$ cat src/rtl/qpt_pkg.sv
package qpt_pkg;

    localparam int TRIG_W    = 16;
    localparam int TRIG_FRAC = 14;
    localparam int LUT_IDX_W = 4;

    typedef enum logic [1:0] {
        QUAD_0   = 2'd0,
        QUAD_90  = 2'd1,
        QUAD_180 = 2'd2,
        QUAD_270 = 2'd3
    } quad_e;

    // quarter-wave sine, 17 points over 0..90 degrees, scaled by 2^14
    function automatic logic signed [TRIG_W-1:0] lut_sin(input logic [LUT_IDX_W:0] k);
        case (k)
            5'd0:    return 16'sd0;
            5'd1:    return 16'sd1606;
            5'd2:    return 16'sd3196;
            5'd3:    return 16'sd4756;
            5'd4:    return 16'sd6270;
            5'd5:    return 16'sd7723;
            5'd6:    return 16'sd9102;
            5'd7:    return 16'sd10394;
            5'd8:    return 16'sd11585;
            5'd9:    return 16'sd12665;
            5'd10:   return 16'sd13623;
            5'd11:   return 16'sd14449;
            5'd12:   return 16'sd15137;
            5'd13:   return 16'sd15679;
            5'd14:   return 16'sd16069;
            5'd15:   return 16'sd16305;
            default: return 16'sd16384;
        endcase
    endfunction

endpackage

$ cat src/rtl/qpt_sincos.sv
module qpt_sincos
    import qpt_pkg::*;
#(
    parameter int ACC_W = 16
)(
    input  logic [ACC_W-1:0]        phase,
    output logic signed [TRIG_W-1:0] sin_o,
    output logic signed [TRIG_W-1:0] cos_o
);
    localparam logic [LUT_IDX_W:0] QUARTER = (LUT_IDX_W+1)'(1 << LUT_IDX_W);

    quad_e                   quad;
    logic [LUT_IDX_W-1:0]    idx;
    logic signed [TRIG_W-1:0] s0, c0;

    always_comb begin
        quad = quad_e'(phase[ACC_W-1 -: 2]);
        idx  = phase[ACC_W-3 -: LUT_IDX_W];
        s0   = lut_sin({1'b0, idx});
        c0   = lut_sin(QUARTER - {1'b0, idx});
        unique case (quad)
            QUAD_0:   begin sin_o =  s0; cos_o =  c0; end
            QUAD_90:  begin sin_o =  c0; cos_o = -s0; end
            QUAD_180: begin sin_o = -s0; cos_o = -c0; end
            QUAD_270: begin sin_o = -c0; cos_o =  s0; end
        endcase
    end

endmodule

$ cat src/rtl/qpt_rotator.sv
module qpt_rotator
    import qpt_pkg::*;
#(
    parameter int DATA_W = 12,
    localparam int YW    = DATA_W + 1,
    localparam int PW    = DATA_W + TRIG_W
)(
    input  logic signed [DATA_W-1:0] xi,
    input  logic signed [DATA_W-1:0] xq,
    input  logic signed [TRIG_W-1:0] sin_i,
    input  logic signed [TRIG_W-1:0] cos_i,
    output logic signed [YW-1:0]     yi,
    output logic signed [YW-1:0]     yq
);
    logic signed [PW-1:0] p_ic, p_qs, p_qc, p_is;
    logic signed [PW:0]   sum_i, sum_q, sh_i, sh_q;

    always_comb begin
        p_ic  = xi * cos_i;
        p_qs  = xq * sin_i;
        p_qc  = xq * cos_i;
        p_is  = xi * sin_i;
        sum_i = (PW+1)'(p_ic) + (PW+1)'(p_qs);
        sum_q = (PW+1)'(p_qc) - (PW+1)'(p_is);
        sh_i  = sum_i >>> TRIG_FRAC;
        sh_q  = sum_q >>> TRIG_FRAC;
        yi    = sh_i[YW-1:0];
        yq    = sh_q[YW-1:0];
    end

endmodule

$ cat src/rtl/qpt_phase_det.sv
module qpt_phase_det #(
    parameter int YW     = 13,
    localparam int ERR_W = YW + 1
)(
    input  logic                    valid,
    input  logic signed [YW-1:0]    yi,
    input  logic signed [YW-1:0]    yq,
    output logic [1:0]              dec,
    output logic signed [ERR_W-1:0] err
);
    logic signed [ERR_W-1:0] yi_x, yq_x, t_q, t_i;

    always_comb begin
        yi_x = ERR_W'(yi);
        yq_x = ERR_W'(yq);
        dec  = {yi[YW-1], yq[YW-1]};
        t_q  = yi[YW-1] ? -yq_x : yq_x;
        t_i  = yq[YW-1] ? -yi_x : yi_x;
        err  = valid ? (t_q - t_i) : '0;
    end

endmodule

$ cat src/rtl/qpt_loop_filter.sv
module qpt_loop_filter #(
    parameter int ERR_W     = 14,
    parameter int GAIN_W    = 16,
    parameter int GAIN_FRAC = 15,
    parameter int K1        = 8666,
    parameter int K2        = 231,
    parameter int INT_W     = 24,
    localparam int PW       = GAIN_W + ERR_W,
    localparam int SW       = PW + 1,
    localparam int LF_W     = SW - GAIN_FRAC
)(
    input  logic                    clk,
    input  logic                    rst_n,
    input  logic                    upd,
    input  logic signed [ERR_W-1:0] err,
    output logic signed [LF_W-1:0]  lf
);
    localparam logic signed [GAIN_W-1:0] K1_C   = GAIN_W'(K1);
    localparam logic signed [GAIN_W-1:0] K2_C   = GAIN_W'(K2);
    localparam logic signed [SW-1:0]     SAT_HI = SW'((64'sd1 <<< (INT_W-1)) - 64'sd1);
    localparam logic signed [SW-1:0]     SAT_LO = SW'(-(64'sd1 <<< (INT_W-1)));

    logic signed [INT_W-1:0] integ, integ_nx;
    logic signed [PW-1:0]    p_prop, p_int;
    logic signed [SW-1:0]    s_int, s_sat, lf_sum, lf_sh;

    always_comb begin
        p_prop = K1_C * err;
        p_int  = K2_C * err;
        s_int  = SW'(integ) + SW'(p_int);
        if (s_int > SAT_HI)      s_sat = SAT_HI;
        else if (s_int < SAT_LO) s_sat = SAT_LO;
        else                     s_sat = s_int;
        integ_nx = s_sat[INT_W-1:0];
        lf_sum   = SW'(p_prop) + SW'(integ_nx);
        lf_sh    = lf_sum >>> GAIN_FRAC;
        lf       = lf_sh[LF_W-1:0];
    end

    always_ff @(posedge clk) begin
        if (!rst_n)   integ <= '0;
        else if (upd) integ <= integ_nx;
    end

    AST_INTEG_HOLD_IDLE: assert property (@(posedge clk) disable iff (!rst_n)
        !upd |=> integ == $past(integ));

    AST_INTEG_NO_WRAP: assert property (@(posedge clk) disable iff (!rst_n)
        (upd && err > 0) |=> integ >= $past(integ));

    AST_INTEG_NO_WRAP_NEG: assert property (@(posedge clk) disable iff (!rst_n)
        (upd && err < 0) |=> integ <= $past(integ));

endmodule

$ cat src/rtl/qpsk_phase_tracker.sv
module qpsk_phase_tracker
    import qpt_pkg::*;
#(
    parameter int DATA_W    = 12,
    parameter int ACC_W     = 16,
    parameter int GAIN_W    = 16,
    parameter int GAIN_FRAC = 15,
    parameter int K1        = 8666,
    parameter int K2        = 231,
    parameter int INT_W     = 24,
    localparam int YW       = DATA_W + 1,
    localparam int ERR_W    = YW + 1,
    localparam int LF_W     = GAIN_W + ERR_W + 1 - GAIN_FRAC
)(
    input  logic                     clk,
    input  logic                     rst_n,
    input  logic                     in_valid,
    input  logic signed [DATA_W-1:0] in_i,
    input  logic signed [DATA_W-1:0] in_q,
    output logic                     out_valid,
    output logic signed [YW-1:0]     out_i,
    output logic signed [YW-1:0]     out_q,
    output logic [1:0]               out_dec,
    output logic signed [LF_W-1:0]   out_lf
);
    logic                     va;
    logic signed [DATA_W-1:0] xi_a, xq_a;
    logic [ACC_W-1:0]         acc;
    logic signed [TRIG_W-1:0] sin_w, cos_w;
    logic signed [YW-1:0]     yi_w, yq_w;
    logic [1:0]               dec_w;
    logic signed [ERR_W-1:0]  err_w;
    logic signed [LF_W-1:0]   lf_w;

    // stage A: capture the sample
    always_ff @(posedge clk) begin
        if (!rst_n) begin
            va   <= 1'b0;
            xi_a <= '0;
            xq_a <= '0;
        end else begin
            va <= in_valid;
            if (in_valid) begin
                xi_a <= in_i;
                xq_a <= in_q;
            end
        end
    end

    qpt_sincos #(.ACC_W(ACC_W)) u_sincos (
        .phase (acc),
        .sin_o (sin_w),
        .cos_o (cos_w)
    );

    qpt_rotator #(.DATA_W(DATA_W)) u_rot (
        .xi    (xi_a),
        .xq    (xq_a),
        .sin_i (sin_w),
        .cos_i (cos_w),
        .yi    (yi_w),
        .yq    (yq_w)
    );

    qpt_phase_det #(.YW(YW)) u_pd (
        .valid (va),
        .yi    (yi_w),
        .yq    (yq_w),
        .dec   (dec_w),
        .err   (err_w)
    );

    qpt_loop_filter #(
        .ERR_W     (ERR_W),
        .GAIN_W    (GAIN_W),
        .GAIN_FRAC (GAIN_FRAC),
        .K1        (K1),
        .K2        (K2),
        .INT_W     (INT_W)
    ) u_lf (
        .clk   (clk),
        .rst_n (rst_n),
        .upd   (va),
        .err   (err_w),
        .lf    (lf_w)
    );

    // stage B: register results, advance the phase
    always_ff @(posedge clk) begin
        if (!rst_n) begin
            acc       <= '0;
            out_valid <= 1'b0;
            out_i     <= '0;
            out_q     <= '0;
            out_dec   <= '0;
            out_lf    <= '0;
        end else begin
            out_valid <= va;
            if (va) begin
                acc     <= acc + lf_w[ACC_W-1:0];
                out_i   <= yi_w;
                out_q   <= yq_w;
                out_dec <= dec_w;
                out_lf  <= lf_w;
            end
        end
    end

    AST_OUT_LATENCY: assert property (@(posedge clk) disable iff (!rst_n)
        ($past(rst_n) && $past(in_valid)) |=> out_valid);

    AST_ACC_HOLD_IDLE: assert property (@(posedge clk) disable iff (!rst_n)
        !va |=> acc == $past(acc));

    AST_DEC_MATCHES_SIGN: assert property (@(posedge clk) disable iff (!rst_n)
        out_valid |-> (out_dec[1] == out_i[YW-1] && out_dec[0] == out_q[YW-1]));

endmodule

$ cat config.mk
export PLATFORM = sky130hd
export DESIGN_NAME = qpsk_phase_tracker
export DESIGN_NICKNAME = d
export VERILOG_FILES = /design/src/rtl/qpt_pkg.sv /design/src/rtl/qpt_sincos.sv /design/src/rtl/qpt_rotator.sv /design/src/rtl/qpt_phase_det.sv /design/src/rtl/qpt_loop_filter.sv /design/src/rtl/qpsk_phase_tracker.sv
export SDC_FILE = /design/constraint.sdc
export NUM_CORES = 2
export LEC_CHECK = 0
export BUFFER_PORTS_ARGS = -buffer_cell sky130_fd_sc_hd__buf_2
export CORE_UTILIZATION = 64
export CTS_BUF_LIST = sky130_fd_sc_hd__clkbuf_4 sky130_fd_sc_hd__clkbuf_8
export DETAILED_ROUTE_END_ITERATION = 6
export PLACE_DENSITY = 0.81
export SYNTH_ARGS = -nofsm -noshare
export SYNTH_HDL_FRONTEND = slang
export SYNTH_HIERARCHICAL = 1
export SYNTH_SLANG_ARGS = --single-unit
$ cat constraint.sdc
create_clock -name clk -period 34.6 [get_ports clk]
set_input_delay 6.92 -clock clk [delete_from_list [all_inputs] [get_ports clk]]
set_output_delay 6.92 -clock clk [all_outputs]
set_load 0.03 [all_outputs]
; Word-level counts from Yosys, hierarchy flattened
; Memory sizes are Yosys's and may differ from the RTL's. A register that Yosys moved wholly into a read port is not among the register bits.
; Cells that the tools add are included.
[totals]
mem_count = 2
romBits = 448
input_bits = 27
ff_bits = 110
mem_bits_rw = 0
latchBits = 0
[mem_list]
columns = memory, words, width, read_ports, rd_clocked_by_memory_dff, write_ports, line_no
row1 = (no name shown), 16, 14, 1, 1, 0, qpt_pkg.sv:16  ; case (k)
row2 = (no name shown), 16, 14, 1, 0, 0, qpt_pkg.sv:16
[op_classes]
shift = 0
mux = 10
addsub = 11
n_mul = 6
n_lt_le_gt_ge = 2
n_eq_ne = 3
div_mod_pow = 0
reduce_logical = 1
n_bitwise = 0
[op_table]
columns = operator, count
row1 = 16-bit case mux with 4 select lines, 2
row2 = 12-bit by 16-bit multiplier with 27-bit output, 4
row3 = 24-bit two-way mux, 2
row4 = 14-bit two-way mux, 3
row5 = 16-bit negator, 2
row6 = 29-bit by 24-bit adder with 30-bit output, 1
row7 = "14-bit by 14-bit multiplier with 28-bit output, first input constant", 1
row8 = 13-bit negator with 14-bit output, 2
row9 = 27-bit adder, 1
row10 = 27-bit subtractor, 1
row11 = 24-bit by 23-bit adder with 25-bit output, 1
row12 = "25-bit by 24-bit > comparator with 1-bit output, second input constant", 1
row13 = "25-bit by 24-bit less-than comparator with 1-bit output, second input constant", 1
row14 = "9-bit by 14-bit multiplier with 23-bit output, first input constant", 1
row15 = 16-bit adder, 1
row16 = 16-bit two-way mux, 1
row17 = 14-bit subtractor, 1
row18 = 4-bit two-way mux, 2
row19 = "5-bit by 4-bit subtractor with 5-bit output, first input constant", 1
row20 = "2-bit equality test, second input constant", 2
row21 = "2-bit by 1-bit equality test with 1-bit output, second input constant", 1
row22 = 2-bit logical NOT, 1

; Longest topological paths before layout
; An unclocked memory read counts as a cell.
[depth]
ltp_word = 20
depth_mapped = 94
ltp_nobuf = 89

; Modules after synthesis
; The synthesis kept the hierarchy.
[modules_own_cells]
columns = mod, instances, area_each_um2, seq_area_each_um2, cells_per_inst
row1 = qpt_rotator, 1, 26909.6, 0.0, 2900
row2 = qpt_loop_filter, 1, 9059.9, 480.5, 1039
row3 = qpsk_phase_tracker, 1, 3923.8, 1721.7, 373
row4 = qpt_sincos, 1, 2431.1, 0.0, 356
row5 = qpt_phase_det, 1, 1217.4, 0.0, 175

; Worst setup path before layout
; OpenSTA, ideal clock, no wires.
[synth_timing]
path_type = register to register
start = register acc[11]
end = register acc[14]
path_buffers = 6
setup_slack_ns = 13.294
t_arrival_ns = 21.189
stages_incl_launch_ff = 81
setup_time_ns = 0.116
cell_sequence = dfxtp_1 clkbuf_8 inv_1 ha_1 ha_1 buf_2 buf_2 inv_1 nor2_1 o21ai_0 ha_1 inv_1 a211oi_2 nand4b_1 o21a_1 a221oi_1 clkbuf_1 nand2_1 (+45 left out) a21o_1 a21o_1 a211o_1 a211oi_1 o2bb2ai_1 o2bb2ai_1 a311oi_1 o21bai_1 xor2_1 buf_4 ha_1 a21oi_2 o21ai_1 a2111oi_2 o21bai_1 or3_1 nand3_1 a21boi_1
[synth_via]
elab_chain_cells = 18
elab_cells_between_ends = 27
cone_classes = 10 x add/sub / 6 x mul / 2 x order compare / 8 x mux / 1 x memory
[synth_rtl]
columns = item, line_no
row1 = from (decl), qpsk_phase_tracker.sv:28  ; logic [ACC_W-1:0] acc;
row2 = from (signal assigned), qpsk_phase_tracker.sv:100  ; acc <= acc + lf_w[ACC_W-1:0];
row3 = 5-bit by 4-bit subtractor with 5-bit output *, qpt_sincos.sv:20  ; c0 = lut_sin(QUARTER - {1'b0, idx});
row4 = memory read 16 x 14 bit, -
row5 = 16-bit two-way mux *, qpt_pkg.sv:16
row6 = 16-bit negator, qpt_sincos.sv:24  ; QUAD_180: begin sin_o = -s0; cos_o = -c0; end
row7 = 16-bit case mux with 4 select lines *, qpt_sincos.sv:21  ; unique case (quad)
row8 = via cos_w[14], qpsk_phase_tracker.sv:29  ; logic signed [TRIG_W-1:0] sin_w, cos_w;
row9 = 12-bit by 16-bit multiplier with 27-bit output *, qpt_rotator.sv:21  ; p_qc = xq * cos_i;
row10 = 27-bit subtractor *, qpt_rotator.sv:24  ; sum_q = (PW+1)'(p_qc) - (PW+1)'(p_is);
row11 = via yq_w[5], qpsk_phase_tracker.sv:30  ; logic signed [YW-1:0] yi_w, yq_w;
row12 = (+4 left out), -
row13 = via err_w[11], qpsk_phase_tracker.sv:32  ; logic signed [ERR_W-1:0] err_w;
row14 = (+1 left out), -
row15 = 24-bit by 23-bit adder with 25-bit output *, qpt_loop_filter.sv:30  ; s_int = SW'(integ) + SW'(p_int);
row16 = 25-bit by 24-bit less-than comparator with 1-bit output, qpt_loop_filter.sv:32  ; else if (s_int < SAT_LO) s_sat = SAT_LO;
row17 = 24-bit two-way mux, qpt_loop_filter.sv:32
row18 = 24-bit two-way mux *, qpt_loop_filter.sv:31  ; if (s_int > SAT_HI) s_sat = SAT_HI;
row19 = via u_lf.s_sat[14], qpt_loop_filter.sv:25  ; logic signed [SW-1:0] s_int, s_sat, lf_sum, lf_sh;
row20 = 29-bit by 24-bit adder with 30-bit output *, qpt_loop_filter.sv:35  ; lf_sum = SW'(p_prop) + SW'(integ_nx);
row21 = via u_lf.lf_sum[24], qpt_loop_filter.sv:25
row22 = 16-bit adder *, qpsk_phase_tracker.sv:100
; The timed path passes the listed nets; every way through them passes the cells marked *.
; A chain may end at the register's enable or synchronous reset.

; Final worst setup path
[layout_timing]
start = register acc[10]
end = register acc[15]
[layout_via]
elab_chain_cells = 18
elab_cells_between_ends = 27
cone_classes = 10 x add/sub / 6 x mul / 2 x order compare / 8 x mux / 1 x memory
[layout_rtl]
columns = item, line_no
row1 = 5-bit by 4-bit subtractor with 5-bit output *, qpt_sincos.sv:20
row2 = memory read 16 x 14 bit, -
row3 = 16-bit two-way mux *, qpt_pkg.sv:16
row4 = 16-bit negator, qpt_sincos.sv:25  ; QUAD_270: begin sin_o = -c0; cos_o = s0; end
row5 = 16-bit case mux with 4 select lines *, qpt_sincos.sv:21
row6 = via sin_w[10], qpsk_phase_tracker.sv:29
row7 = 12-bit by 16-bit multiplier with 27-bit output *, qpt_rotator.sv:20  ; p_qs = xq * sin_i;
row8 = 27-bit adder *, qpt_rotator.sv:23  ; sum_i = (PW+1)'(p_ic) + (PW+1)'(p_qs);
row9 = via yi_w[5], qpsk_phase_tracker.sv:30
row10 = (+4 left out), -
row11 = via err_w[13], qpsk_phase_tracker.sv:32
row12 = (+1 left out), -
row13 = 24-bit by 23-bit adder with 25-bit output *, qpt_loop_filter.sv:30
row14 = 25-bit by 24-bit less-than comparator with 1-bit output, qpt_loop_filter.sv:32
row15 = 24-bit two-way mux, qpt_loop_filter.sv:32
row16 = 24-bit two-way mux *, qpt_loop_filter.sv:31
row17 = via u_lf.s_sat[6], qpt_loop_filter.sv:25
row18 = 29-bit by 24-bit adder with 30-bit output *, qpt_loop_filter.sv:35
row19 = via lf_w[11], qpsk_phase_tracker.sv:33  ; logic signed [LF_W-1:0] lf_w;
row20 = 16-bit adder *, qpsk_phase_tracker.sv:100
; Marks and branches as above.

==> implementation parameters <==
Parameter                              Value

Outcome
  Run status    completed

Placement
  Placed wire-length estimate after detailed placement    86300 um
  Worst-case setup slack after placement    11.55 ns
  RD Place Congestion    0.947
  Quantity of I/O buffers inserted on ports    71
  Post-detailed-placement cell area    44600 um2

Synthesis
  Most instantiated flip-flop cell in the synthesis netlist    dfxtp_1
  Library cell with the largest summed area after synthesis    fa_1
  Largest cells by area after synthesis    fa_1 (41%), ha_1 (13%), inv_1 (9.3%)
  Asr flop ratio synth    0%
  Yosys reg bits    110
  Yosys top cell area share    41.0%
  Number of warning messages in the yosys log    6
  Area of the mapped netlist    43500 um2
  Register area share after synthesis    5.06%
  Net count after synthesis    6208
  Number of enable flip-flop cells after synthesis    0
  Unique masters post-synth    109
  Cells after Synth    4843
  Mean area per synthesized cell    8.99 um2

Floorplanning
  X dimension of the die    263 um
  Placeable Area    67300 um2
  Starting utilization of the core area    64.7%
  Num rows    95
  Die footprint    69100 um2
  Die outline height    263 um
  IO Pins    72

Timing
  Fmax    42.9 MHz
  Final worst path period need    23.30 ns
  Setup ws final    11.30 ns
  Setup repair after global routing missed its margin    no
  Max_slew headroom    15.2%
  Max-slew violations    0
  Total negative slack    0 ns
  Count of final hold-check violations    0
  Worst-margin pin slew    1.26 ns
  Max Clock Skew    0.0303 ns
  Endpoints failing setup    0
  Final worst-path cycle share    67.3%

Run
  Number of max-cap violations    0

Finish
  Signed area change from the synthesized netlist to the final layout    2.82%
  Total Nets Final    6128
  Commonest non-fill, non-tap cell in the layout    inv_1
  Share of final-layout standard cells stronger than drive strength 1    5.35%
  Most frequent cells in the layout    inv_1 (1076), fa_1 (891), nand2_1 (479)
  Util after Layout    66.5%
  Final instance area    44800 um2

Setup path
  Required @ worst endpoint    34.96 ns
  Data arrival time of the worst path    23.66 ns
  Crit Path Class    reg -> reg
  Top fanout value on the critical path    24
  Crit end category    flip-flop
  Delay contributed by the slowest stage of the critical path    1.00 ns
  Crit path launch type    flip-flop
  Worst path slowest cell    o311ai_1

Clock tree
  Clk_lat worst skew    0.45 ns
  Number of hold buffers added after cts    0
  Resized cells post-CTS    0
  TritonCTS clock tree    done
  H-Tree Depth    3
  Post-CTS setup buffer count    0
  CTS clock-pin slew for the worst setup and hold paths    0.13 ns
  Maximum root-to-sink buffer count    2
  Root buffer selected by CTS    clkbuf_8
  CTS Buf Count    9
  Sink count of the clock tree    110

Global routing
  Total track usage    33.1%
  Largest net degree at the start of global routing    73
  Antenna violations before repair    1
  Wire length of the first global-routing pass    181000 um
  Via count of the first global-routing pass    34800
  Global-route congestion overflow total    0

Route
  Number of nets with antenna violations after detailed routing    0
  Detailed-route wire length per cell    19.4 um
  DRC Markers    0
  Drt first-iter violations    2338
  Mean number of vias per cell    5.76
  Total Wirelength    109000 um
  Count of vias placed by the detailed router    32500
  First-pass DRT Iterations    6

Min path
  Class of the tightest hold or removal check    reg -> reg
worst max-delay path: cells and delay by family, from the launching register on:
| kind | cells | cell delay (ns) |
|---|---|---|
| buffers and inverters | 10 | 1.15 |
| adder cells (fa/ha/maj) | 20 | 8.57 |
| AND/OR/NAND/NOR | 14 | 3.49 |
| AO/OA/AOI/OAI | 29 | 7.45 |
| XOR/XNOR | 5 | 1.23 |
| multiplexers | 3 | 0.55 |
| flip-flops | 1 | 0.77 |
layout make-up:
cell class	instances	area, um2
Fill cell	5315	22500
Tap cell	873	1090
Clock buffer	11	145
Clock inverter	5	66.3
Sequential cell	110	2210
Antenna cell	1	2.50
Timing Repair Buffer	137	851
Inverter	1080	4050
Multi-Input combinational cell	3425	36400
state kept, by name, summed over array words and instances (netlist names):
register	cells
acc	16
va	1
out_dec	2
out_valid	1
xi_a	12
out_i	13
out_q	13
u_lf/integ	24
out_lf	16
xq_a	12
path summary, 6_finish.rpt:
path / from / to / slack (ns) / cells after the start
max: acc[10]$_SDFFE_PN0P_ / acc[15]$_SDFFE_PN0P_ / 11.30 / 81
min: acc[5]$_SDFFE_PN0P_ / acc[5]$_SDFFE_PN0P_ / 0.50 / 2
max reg2reg: acc[10]$_SDFFE_PN0P_ / acc[15]$_SDFFE_PN0P_ / 11.30 / 81
min reg2reg: acc[5]$_SDFFE_PN0P_ / acc[5]$_SDFFE_PN0P_ / 0.50 / 2
cell families (layout without fill, tap and decap cells):
kind of cell / count (synthesis) / after routing / synth area share [%]
and+or+nand+nor: 1296 / 1296 / 15.3
DFF: 110 / 110 / 5.06
adders and majority gates: 1345 / 1345 / 54.0
buffers and inverters: 1308 / 1233 / 11.8
xor gates and xnor gates: 178 / 178 / 3.58
other: 0 / 1 / 0
AOI/OAI and AO/OA: 498 / 498 / 7.63
muxes: 108 / 108 / 2.59
stage by stage:
step / instances / hold WS, ns
after global routing: 5642 / 0.521
final: 5642 / 0.497
after global placement: 5625 / 0.466
after floorplan: 4843 / 0.451
after detailed placement: 5625 / 0.479
after CTS: 5641 / 0.497
layer usage:
metal	track usage (%)	vias up	part of all wire (%)
li1	-	14600	-
met1	44.0	16300	40
met2	54.1	1381	47
met3	5.71	283	8.7
met4	13.5	0	4.6
met5	0	-	0
synth_stat cells (7+ instances only):
cell type and number:
buf_4 19, fa_1 891, xor2_1 52, nand2_1 479, nand3_1 29, nor2_1 117, dfxtp_1 110, o211ai_1 19
nor2b_1 118, a21oi_1 150, or2_2 11, or3_1 16, o21a_1 20, o21bai_1 18, o31ai_1 12, and3_1 12
buf_2 8, a211oi_1 33, inv_1 1076, nor3_1 44, nand2b_1 64, clkbuf_1 182, and2_1 338, xnor2_1 126
a21o_1 38, a211o_1 7, o21ai_0 97, clkbuf_8 12, a31oi_1 14, mux2_2 7, nand3b_1 7, ha_1 447
nand4_1 17, mux2i_1 98
Power is left out: the tool's default activity adds up to more than one toggle a clock period on the data nets, which glitch-free logic cannot reach.
